### src/rtl/fault_irq_pkg.sv
package fault_irq_pkg;
    localparam int NUM_FAULTS = 3;
    localparam int OT_BIT     = 0;
    localparam int MSUP_BIT   = 1;
    localparam int LSUP_BIT   = 2;

    // Indices into the synchronized comparator vector
    localparam int NUM_RAW    = 4;
    localparam int RAW_LSUP   = 0;
    localparam int RAW_MSUP   = 1;
    localparam int RAW_HOT    = 2;
    localparam int RAW_COOL   = 3;

    typedef logic [NUM_FAULTS-1:0] fault_vec_t;

    typedef enum logic {
        OT_ARMED   = 1'b0,
        OT_LATCHED = 1'b1
    } ot_state_e;
endpackage

### src/rtl/fault_sync.sv
module fault_sync #(
    parameter int WIDTH  = 4,
    parameter int STAGES = 2
) (
    input  logic             clk_i,
    input  logic             rst_ni,
    input  logic [WIDTH-1:0] async_i,
    output logic [WIDTH-1:0] level_o
);
    logic [WIDTH-1:0] stage_q [STAGES];

    for (genvar g = 0; g < STAGES; g++) begin : g_stage
        if (g == 0) begin : g_first
            always_ff @(posedge clk_i or negedge rst_ni) begin
                if (!rst_ni) stage_q[g] <= '0;
                else         stage_q[g] <= async_i;
            end
        end else begin : g_next
            always_ff @(posedge clk_i or negedge rst_ni) begin
                if (!rst_ni) stage_q[g] <= '0;
                else         stage_q[g] <= stage_q[g-1];
            end
        end
    end

    assign level_o = stage_q[STAGES-1];
endmodule

### src/rtl/ot_rearm_fsm.sv
module ot_rearm_fsm
    import fault_irq_pkg::*;
(
    input  logic clk_i,
    input  logic rst_ni,
    input  logic hot_i,
    input  logic cool_i,
    output logic set_o
);
    ot_state_e state_q, state_d;

    // State register
    always_ff @(posedge clk_i or negedge rst_ni) begin
        if (!rst_ni) state_q <= OT_ARMED;
        else         state_q <= state_d;
    end

    // Next state: ARM_TO_LATCH on hot, LATCH_TO_ARM on cool
    always_comb begin
        state_d = state_q;
        unique case (state_q)
            OT_ARMED:   if (hot_i)  state_d = OT_LATCHED;
            OT_LATCHED: if (cool_i) state_d = OT_ARMED;
        endcase
    end

    // Outputs
    always_comb begin
        set_o = 1'b0;
        unique case (state_q)
            OT_ARMED:   set_o = hot_i;
            OT_LATCHED: set_o = 1'b0;
        endcase
    end

    AST_OT_ONE_SHOT: assert property (@(posedge clk_i) disable iff (!rst_ni)
        set_o |=> !set_o);
    AST_OT_HOLD_UNTIL_COOL: assert property (@(posedge clk_i) disable iff (!rst_ni)
        (state_q == OT_LATCHED && !cool_i) |=> (state_q == OT_LATCHED && !set_o));
endmodule

### src/rtl/fault_status_reg.sv
module fault_status_reg
    import fault_irq_pkg::*;
(
    input  logic       clk_i,
    input  logic       rst_ni,
    input  logic       lsup_lvl_i,
    input  logic       msup_lvl_i,
    input  logic       hot_i,
    input  logic       cool_i,
    input  logic       ot_set_i,
    input  logic       rd_i,
    input  logic       lsup_en_i,
    output fault_vec_t status_o,
    output fault_vec_t cond_o,
    output logic       irq_no,
    output logic       uv_o
);
    fault_vec_t status_q, status_d, cond_q, cond_d, set_vec, irq_mask;
    logic       lsup_prev_q, msup_prev_q;
    logic       lsup_rise, msup_rise;
    logic       irq_q, uv_q;

    always_ff @(posedge clk_i or negedge rst_ni) begin
        if (!rst_ni) begin
            lsup_prev_q <= 1'b0;
            msup_prev_q <= 1'b0;
        end else begin
            lsup_prev_q <= lsup_lvl_i;
            msup_prev_q <= msup_lvl_i;
        end
    end

    assign lsup_rise = lsup_lvl_i & ~lsup_prev_q;
    assign msup_rise = msup_lvl_i & ~msup_prev_q;

    always_comb begin
        set_vec           = '0;
        set_vec[OT_BIT]   = ot_set_i;
        set_vec[MSUP_BIT] = msup_rise;
        set_vec[LSUP_BIT] = lsup_rise;
    end

    // Read clears; a set in the same cycle wins
    always_comb begin
        status_d = (status_q & ~{NUM_FAULTS{rd_i}}) | set_vec;
    end

    always_comb begin
        cond_d           = cond_q;
        cond_d[LSUP_BIT] = lsup_lvl_i;
        cond_d[MSUP_BIT] = msup_lvl_i;
        if (hot_i)       cond_d[OT_BIT] = 1'b1;
        else if (cool_i) cond_d[OT_BIT] = 1'b0;
    end

    always_comb begin
        irq_mask           = '1;
        irq_mask[LSUP_BIT] = lsup_en_i;
    end

    always_ff @(posedge clk_i or negedge rst_ni) begin
        if (!rst_ni) begin
            status_q <= '0;
            cond_q   <= '0;
            irq_q    <= 1'b1;
            uv_q     <= 1'b0;
        end else begin
            status_q <= status_d;
            cond_q   <= cond_d;
            irq_q    <= ~|(status_q & irq_mask);
            uv_q     <= status_q[LSUP_BIT] & lsup_en_i & cond_q[LSUP_BIT];
        end
    end

    assign status_o = status_q;
    assign cond_o   = cond_q;
    assign irq_no   = irq_q;
    assign uv_o     = uv_q;

    AST_RESET_QUIET: assert property (@(posedge clk_i)
        !rst_ni |=> (status_q == '0 && cond_q == '0 && irq_q && !uv_q));
    AST_LSUP_SETS_BOTH: assert property (@(posedge clk_i) disable iff (!rst_ni)
        lsup_rise |=> (status_q[LSUP_BIT] && cond_q[LSUP_BIT]));
    AST_UV_DROPS: assert property (@(posedge clk_i) disable iff (!rst_ni)
        !cond_q[LSUP_BIT] |=> !uv_q);
    AST_HOT_COND: assert property (@(posedge clk_i) disable iff (!rst_ni)
        hot_i |=> cond_q[OT_BIT]);
    AST_READ_CLEARS: assert property (@(posedge clk_i) disable iff (!rst_ni)
        (rd_i && set_vec == '0) |=> (status_q == '0));
    AST_SET_WINS_OT: assert property (@(posedge clk_i) disable iff (!rst_ni)
        (rd_i && ot_set_i) |=> status_q[OT_BIT]);
    AST_SET_WINS_MSUP: assert property (@(posedge clk_i) disable iff (!rst_ni)
        (rd_i && msup_rise) |=> status_q[MSUP_BIT]);
    AST_RISE_PULSE: assert property (@(posedge clk_i) disable iff (!rst_ni)
        (lsup_rise || msup_rise) |=> !(lsup_rise && $past(lsup_rise)) && !(msup_rise && $past(msup_rise)));
endmodule

### src/rtl/fault_irq_ctrl.sv
module fault_irq_ctrl
    import fault_irq_pkg::*;
#(
    parameter int SYNC_STAGES = 2
) (
    input  logic                  clk_i,
    input  logic                  rst_ni,
    input  logic                  lsup_low_i,
    input  logic                  msup_low_i,
    input  logic                  temp_hot_i,
    input  logic                  temp_cool_i,
    input  logic                  rd_stb_i,
    input  logic                  lsup_mon_en_i,
    output logic [NUM_FAULTS-1:0] status_o,
    output logic [NUM_FAULTS-1:0] cond_o,
    output logic                  irq_no,
    output logic                  uv_o
);
    logic [NUM_RAW-1:0] raw_vec, sync_vec;
    logic               ot_set;

    always_comb begin
        raw_vec           = '0;
        raw_vec[RAW_LSUP] = lsup_low_i;
        raw_vec[RAW_MSUP] = msup_low_i;
        raw_vec[RAW_HOT]  = temp_hot_i;
        raw_vec[RAW_COOL] = temp_cool_i;
    end

    fault_sync #(.WIDTH(NUM_RAW), .STAGES(SYNC_STAGES)) u_sync (
        .clk_i   (clk_i),
        .rst_ni  (rst_ni),
        .async_i (raw_vec),
        .level_o (sync_vec)
    );

    ot_rearm_fsm u_ot_fsm (
        .clk_i  (clk_i),
        .rst_ni (rst_ni),
        .hot_i  (sync_vec[RAW_HOT]),
        .cool_i (sync_vec[RAW_COOL]),
        .set_o  (ot_set)
    );

    fault_status_reg u_status (
        .clk_i      (clk_i),
        .rst_ni     (rst_ni),
        .lsup_lvl_i (sync_vec[RAW_LSUP]),
        .msup_lvl_i (sync_vec[RAW_MSUP]),
        .hot_i      (sync_vec[RAW_HOT]),
        .cool_i     (sync_vec[RAW_COOL]),
        .ot_set_i   (ot_set),
        .rd_i       (rd_stb_i),
        .lsup_en_i  (lsup_mon_en_i),
        .status_o   (status_o),
        .cond_o     (cond_o),
        .irq_no     (irq_no),
        .uv_o       (uv_o)
    );

    AST_LSUP_MASKED: assert property (@(posedge clk_i) disable iff (!rst_ni)
        (status_o == 3'b100 && !lsup_mon_en_i) |=> irq_no);
    AST_MSUP_UNMASKED: assert property (@(posedge clk_i) disable iff (!rst_ni)
        status_o[MSUP_BIT] |=> !irq_no);
    AST_OT_UNMASKED: assert property (@(posedge clk_i) disable iff (!rst_ni)
        status_o[OT_BIT] |=> !irq_no);
endmodule

### config.mk
export PLATFORM = sky130hd
export DESIGN_NAME = fault_irq_ctrl
export DESIGN_NICKNAME = d
export VERILOG_FILES = /design/src/rtl/fault_irq_pkg.sv /design/src/rtl/fault_sync.sv /design/src/rtl/ot_rearm_fsm.sv /design/src/rtl/fault_status_reg.sv /design/src/rtl/fault_irq_ctrl.sv
export SDC_FILE = /design/constraint.sdc
export NUM_CORES = 1
export LEC_CHECK = 0
export ABC_AREA = 1
export CAP_MARGIN = 15
export CORE_UTILIZATION = 43
export DETAILED_ROUTE_END_ITERATION = 16
export PLACE_DENSITY = 0.71
export SLEW_MARGIN = 0
export SYNTH_ARGS = -nofsm -noshare
export SYNTH_HDL_FRONTEND = slang
export SYNTH_HIERARCHICAL = 1
export SYNTH_SLANG_ARGS = --single-unit
### constraint.sdc
create_clock -name clk_i -period 1 [get_ports clk_i]
set_input_delay 0.15 -clock clk_i [delete_from_list [all_inputs] [get_ports clk_i]]
set_output_delay 0.15 -clock clk_i [all_outputs]
set_load 0.02 [all_outputs]
==> impl_results.md, run 1 <==
- Outcome: finished, violations left
- Violations in the final reports: negative setup slack
- Root buf cell: clkbuf_4
- Portion of total power attributed to the clock network: 27.1%
- Final setup violating endpoints: 1
- Total half-perimeter wirelength after legalization and detailed placement: 545 microns
- Startpoint of the most critical register-to-register path: u_status/status_o[0]
- Residual overflow from global routing: 0
- Total power of the final layout: 1.34 mW
- Clock slew at reported path FFs: 0.10 ns
- Share of cells above drive strength 1: 31.3%
- Vias per cell: 4.19
- Final net count: 76
- Worst slack after detailed placement: -0.233 ns
- Post-route standard cell area excluding fillers: 773 sq um
- Power Density: 1730 nW/um^2
- Kind of capture point of the worst setup path: primary output
- Diodes inserted: 0
- Via count of the first global-routing pass: 311
- Area share of and/or/nand/nor cells after synthesis: 10.7%
- Worst reg2reg endpoint: u_status/irq_no
- Clock Latency Late Sink: 0.29 ns
- Post-Place Cell Area: 734 sq um
- Maximum vdd drop: 988 uV
- Seq/Total Area, Yosys: 74.3%
- Fraction of power spent switching nets: 25.0%
- Register-to-register path setup slack: 0.22 ns
- Initial Utilization: 49.0%
- Average routed wire per standard cell: 9.33 microns
- Startpoint-to-endpoint class of the critical path: flip-flop to primary output
- DRT Wirelength: 756 microns
- Cell area after synthesis: 574 sq um
- Total core area: 1170 sq um
- Maximum fanout along the worst path: 1
- Portion of total power attributed to combinational logic: 15.6%
- Average cell area after synthesis: 12.0 sq um
- Worst path required time: 0.85 ns
- Slowest stage cell on the critical path: dfstp_2
- Total negative setup slack: -0.0822 ns
- Clock tree from TritonCTS: yes
- Portion of total power attributed to sequential cells: 57.3%
- Cell Count, Final, Fillers Out: 81
- Die area: 1490 sq um
- Register bit count reported by yosys: 17
- Pin count of the biggest net entering global routing: 14
- Largest family of logic cells by synthesized area: buffers and inverters
- Placed insts: 76
- # clock sinks: 17
- CTS buffer count: 3
- Post-synthesis share of cell area spent on full adders, half adders and majority gates: 0%
- Share of synthesized area spent on multiplexers: 0%
- Synthesized Nets: 56
- Antenna violations before repair: 0
- First-pass DRT Iterations: 2
- Data arrival time at the worst-slack endpoint: 0.93 ns
- Number of DRC violations after detailed routing: 0
- Number of DRC markers after the initial detailed-route iteration: 9
- Mapped Cells: 48
- Tmin final: 1.08 ns
- Minimum hold slack: 0.143 ns
- Transition time of the tightest slew-check pin: 0.161 ns
- I/O pin count: 16
- Total net switching power: 0.334 mW
- Synth-to-Final Area Change: 34.6%
- R2R depth: 4
- Setup slack after layout: -0.0822 ns
- Hold violation count in the final report: 0
- Global routing usage summed across all routing layers: 13.9%
- Series of cell instances along the critical path: buf_6
- Post-route clock period utilization: 108%
- Number of distinct library cells after synthesis: 8
- Normalized max-slew margin: 89.3%
- Standard-cell row count: 12
- Number of buffer and inverter instances along the worst setup path: 1
- Worst path max stage delay: 0.54 ns
- H-tree lvl count: 1
- Pins over their slew limit: 0
- Max Cap Violations: 0
- Post-synthesis share of cell area spent on xor and xnor gates: 0%
- Horizontal die dimension: 38.5 microns
- Util after Layout: 66.0%
- Die span in y: 38.5 microns
- Syn. warnings: 6
- Antenna Violating Nets Remaining: 0
- Worst Skew: 0.00162 ns
- Number of port buffers: 15
- Internal power summed over all cells: 1.00 mW
- Number of filler cells placed in the layout: 99
- Routed vias: 339
- Fmax: 0.924 GHz
- Setup repair after global routing missed its margin: true
- GPL Wtd Cong: 0.661
- First-pass GRT wire length: 1240 microns
- Complex-gate fraction of the synthesized area: 1.31%
- HP Class: input pin to async pin
- Worst-case clock buffer depth: 2
- Top Family by Delay on Critical Path: flip-flops
- Leakage component of the power: 0.417 nW
- Sort of element at the start of the critical path: flip-flop
what timing repair did:
| item | in CTS | in global routing |
|---|---|---|
| endpoints found under the hold margin | 0 | 0 |
| pin swaps | 0 | 0 |
| buffers inserted | 0 | 1 |
| resized for setup | 34 | 12 |
| endpoints found under the setup margin | 8 | 7 |
| hold buffers | 0 | 0 |
power groups by stage:
stage,combinational [mW],sequential (mW),clock (mW)
6_report,0.209,0.765,0.362
5_1_grt,0.227,0.771,0.405
4_1_cts,0.185,0.761,0.372
3_5_place_dp,0.204,0.775,0
3_3_place_gp,0.200,0.772,0
2_1_floorplan,0.0637,0.803,0
cell usage in the layout (no fill, tap or decap):
cell	synthesis	routed
buf_2	0	1
buf_4	6	6
buf_6	0	7
clkbuf_4	0	3
clkdlybuf4s50_1	0	7
clkinv_2	0	1
dfrtp_1	16	16
dfstp_2	1	1
inv_1	9	9
nand2_1	11	11
nand2_2	2	2
nor2_1	2	2
o21bai_1	1	1
cells in the mapped netlist, drive strengths merged:
library cell,n,share of area [%]
nand2,13,9.4
inv,9,5.9
nor2,2,1.3
dfstp,1,4.6
dfrtp,16,70
buf,6,7.8
o21bai,1,1.3
flip-flops by register name, summed over array words and instances (netlist names):
name / cells
u_sync/level_o: 4
u_sync/stage_q: 4
u_status/cond_o: 3
u_status/status_o: 3
u_ot_fsm/state_q: 1
u_status/irq_no: 1
u_status/uv_o: 1
kinds of logic (layout without fill, tap and decap cells):
| kind of cell | count (synthesis) | after routing |
|---|---|---|
| AND/OR/NAND/NOR | 15 | 15 |
| buffers and inverters | 15 | 34 |
| AO/OA/AOI/OAI | 1 | 1 |
| flip-flops | 17 | 17 |
worst max path at each step:
stage,startpoint,endpoint,slack [ns],cells after the start
6_report,u_status/irq_no,irq_no,-0.08,1
5_1_grt,u_status/irq_no,irq_no,-0.11,1
4_1_cts,u_status/irq_no,irq_no,-0.09,1
3_5_place_dp,u_status/irq_no,irq_no,-0.23,1
3_3_place_gp,u_status/irq_no,irq_no,-0.23,1
2_1_floorplan,u_sync/level_o[2],u_status/status_o[0],0.25,5
routing by layer:
metal / part of all wire [%] / track usage (%) / wire, microns
met5: 0 / 0 / 0
met4: 2.1 / 15.5 / 16
met3: 7.1 / 3.49 / 54
met2: 44 / 19.2 / 331
met1: 47 / 16.2 / 354
layout make-up:
type,count,area [sq um],share of cell area (%)
repair buffers,21,199,25.7
clock inverters,1,5.00,0.647
well taps,14,17.5,2.27
clock buffers,3,22.5,2.91
inverters,9,33.8,4.37
multi-input cells,16,68.8,8.90
flip-flops and latches,17,427,55.2
(Power assumes the default switching activity.)
==> inputs of run 2 (changes only) <==
- CORE_AREA: unset -> 2 2 39 41
- CORE_UTILIZATION: 43 -> unset
- DIE_AREA: unset -> 0 0 41 43
- GPL_ROUTABILITY_DRIVEN: unset -> 0
- clock period: 1 -> 1.3 ns (I/O delays scaled with it)
==> run 2 against run 1 <==
The run now ends clean. Non-clock buffer count is 5 lower. Sequential share of layout area rose by 3.5 points. Combinational power is 41% lower. Critical path depth unchanged. Global-route usage fell by 2.1 points. Via count down 2.4%. Worst hold slack got worse by 0.015 ns. Total power is 26% lower.
==> impl_results.md, run 2 (synthesis gave the netlist of run 1 again) <==
- Setup repair after global routing missed its margin: false
- Clock slew at reported path FFs: 0.10 ns (about the same)
- Synth-to-Final Area Change: 26.6%
- H-tree lvl count: 1 (unchanged)
- Util after Layout: 52.5% (-13 points)
- Met1 Track Usage GR: 12.2% (-4.0 points)
- CTS buffer count: 3 (unchanged)
- I/O pin count: 16 (unchanged)
- Share of cells above drive strength 1: 14.5% (-17 points)
- Portion of total power attributed to the clock network: 27.7% (+0.6 points)
- HP Class: input pin to async pin
- Number of buffer and inverter instances along the worst setup path: 1 (unchanged)
- Most common cell after layout, fill and taps aside: dfrtp_1
- Most Used Layer, Global Route: met2
- Number of DRC markers after the initial detailed-route iteration: 1 (-8)
- First-pass GRT wire length: 1190 microns (-4.5%)
- Number of port buffers: 15 (unchanged)
- Number of filler cells placed in the layout: 130 (+31%)
- Data arrival time at the worst-slack endpoint: 1.06 ns (+0.13 ns)
- Worst path max stage delay: 0.53 ns (about the same)
- # clock sinks: 17 (unchanged)
- Hold violation count in the final report: 0 (unchanged)
- Pin count of the biggest net entering global routing: 13 (-1)
- Number of DRC violations after detailed routing: 0 (unchanged)
- Initial Utilization: 41.5% (-7.5 points)
- Total net switching power: 0.245 mW (-27%)
- Standard-cell row count: 14 (+2)
- Tmin final: 1.25 ns
- Internal power summed over all cells: 0.739 mW (-26%)
- Slowest stage cell on the critical path: dfstp_2
- Post-route clock period utilization: 96.5%
- Pins over their slew limit: 0 (unchanged)
- DRT Wirelength: 777 microns (+2.8%)
- Portion of total power attributed to sequential cells: 59.6% (+2.3 points)
- Global routing usage summed across all routing layers: 11.7% (-2.1 points)
- Power Density: 1350 nW/um^2 (-22%)
- Commonest cells after routing, fill and taps aside: dfrtp_1 (16), nand2_1 (11), inv_1 (9), clkdlybuf4s50_1 (7), dlygate4sd2_1 (7)
- Series of cell instances along the critical path: clkdlybuf4s15_2
- Die span in y: 43 microns (+12%)
- Sort of element at the start of the critical path: flip-flop
- Fraction of power spent switching nets: 24.9% (-0.065 points)
- Die area: 1760 sq um (+19%)
- Worst path required time: 1.11 ns (+0.26 ns)
- Total half-perimeter wirelength after legalization and detailed placement: 599 microns (+9.9%)
- Clock tree from TritonCTS: yes
- Total core area: 1380 sq um (+18%)
- Fmax: 0.797 GHz
- Routed vias: 331 (-2.4%)
- Routing usage on met3: 4.71% (+1.2 points)
- Kind of capture point of the worst setup path: primary output
- Vias per cell: 4.24 (+1.4%)
- Leakage component of the power: 0.389 nW (-6.7%)
- Portion of total power attributed to combinational logic: 12.6% (-3.0 points)
- Transition time of the tightest slew-check pin: 0.256 ns (+0.0950 ns)
- Worst-case clock buffer depth: 2 (unchanged)
- Total negative setup slack: 0 ns (+0.0822 ns)
- Residual overflow from global routing: 0 (unchanged)
- Antenna violations before repair: 0 (unchanged)
- Minimum hold slack: 0.127 ns (-0.0154 ns)
- Antenna Violating Nets Remaining: 0 (unchanged)
- Clock Latency Late Sink: 0.29 ns (about the same)
- Average routed wire per standard cell: 9.96 microns (+6.7%)
- Final setup violating endpoints: 0 (-1)
- Outcome: complete, no violations
- Top Family by Delay on Critical Path: flip-flops
- Final net count: 71 (-6.6%)
- Horizontal die dimension: 41 microns (+6.4%)
- Worst Skew: 0.00550 ns (+0.00388 ns)
- Startpoint-to-endpoint class of the critical path: flip-flop to primary output
- Max Cap Violations: 0 (unchanged)
- Maximum vdd drop: 716 uV (-28%)
- Root buf cell: clkbuf_4
- Maximum fanout along the worst path: 1 (unchanged)
- Via count of the first global-routing pass: 302 (-2.9%)
- Crit path launch: u_status/irq_no
- Startpoint of the most critical register-to-register path: u_sync/level_o[2]
- First-pass DRT Iterations: 2 (unchanged)
- Normalized max-slew margin: 82.9% (-6.4 points)
- Met2 Usage GRT: 15.3% (-3.9 points)
- Diodes inserted: 0 (unchanged)
run 2: cell count changes in the layout (fill, tap and decap cells not counted), sizes merged:
cell           change
buf               -13
clkdlybuf4s15      +1
dlygate4sd2        +7
run 2: through the flow:
step | cell area (sq um) | total power [mW] | setup WS (ns) | cells
after CTS | 727 | 1.00 | 0.0230 | 78
final | 727 | 0.984 | 0.0457 | 78
after detailed placement | 707 | 0.738 | 0.0117 | 74
after global routing | 727 | 1.04 | 0.0124 | 78
after floorplan | 574 | 0.667 | 0.548 | 48
after global placement | 707 | 0.731 | 0.0282 | 74
run 2: worst paths after layout:
check | slack [ns] | cells after the start | to
worst max-delay path | 0.05 | 1 | irq_no
max in group asynchronous | 0.74 | 2 | u_sync/stage_q[7]
min in group clk_i | 0.33 | 1 | u_sync/stage_q[6]
worst min-delay path | 0.13 | 1 | u_status/status_o[1]
worst max register to register | 0.60 | 4 | u_status/status_o[0]
worst min register to register | 0.36 | 0 | u_sync/level_o[1]
run 2: area by class of cell:
| type | count | area [sq um] | share of cell area (%) |
|---|---|---|---|
| clock inverter | 1 | 5.00 | 0.688 |
| multi-input combinational | 16 | 68.8 | 9.47 |
| sequential | 17 | 427 | 58.7 |
| timing repair buffer | 16 | 150 | 20.7 |
| tap | 16 | 20.0 | 2.75 |
| clock buffer | 3 | 22.5 | 3.10 |
| inverter | 9 | 33.8 | 4.65 |
run 2: power by group through the flow:
| stage | sequential (mW) | clock (mW) | combinational [mW] |
|---|---|---|---|
| 6_report | 0.587 | 0.273 | 0.124 |
| 5_1_grt | 0.592 | 0.306 | 0.138 |
| 4_1_cts | 0.588 | 0.288 | 0.127 |
| 3_5_place_dp | 0.599 | 0 | 0.139 |
| 3_3_place_gp | 0.597 | 0 | 0.134 |
| 2_1_floorplan | 0.618 | 0 | 0.0490 |
run 2: timing repair:
action | CTS | global route
buffers inserted | 0 | 0
gates resized for setup | 10 | 0
hold buffers | 0 | 0
setup endpoints to repair | 8 | 0
hold endpoints to repair | 0 | 0
run 2: routing by layer:
metal | share of wire [%] | wire length, microns
met2 | 52 | 406
met1 | 39 | 306
met3 | 6.3 | 49
met5 | 0 | 0
met4 | 1.9 | 15
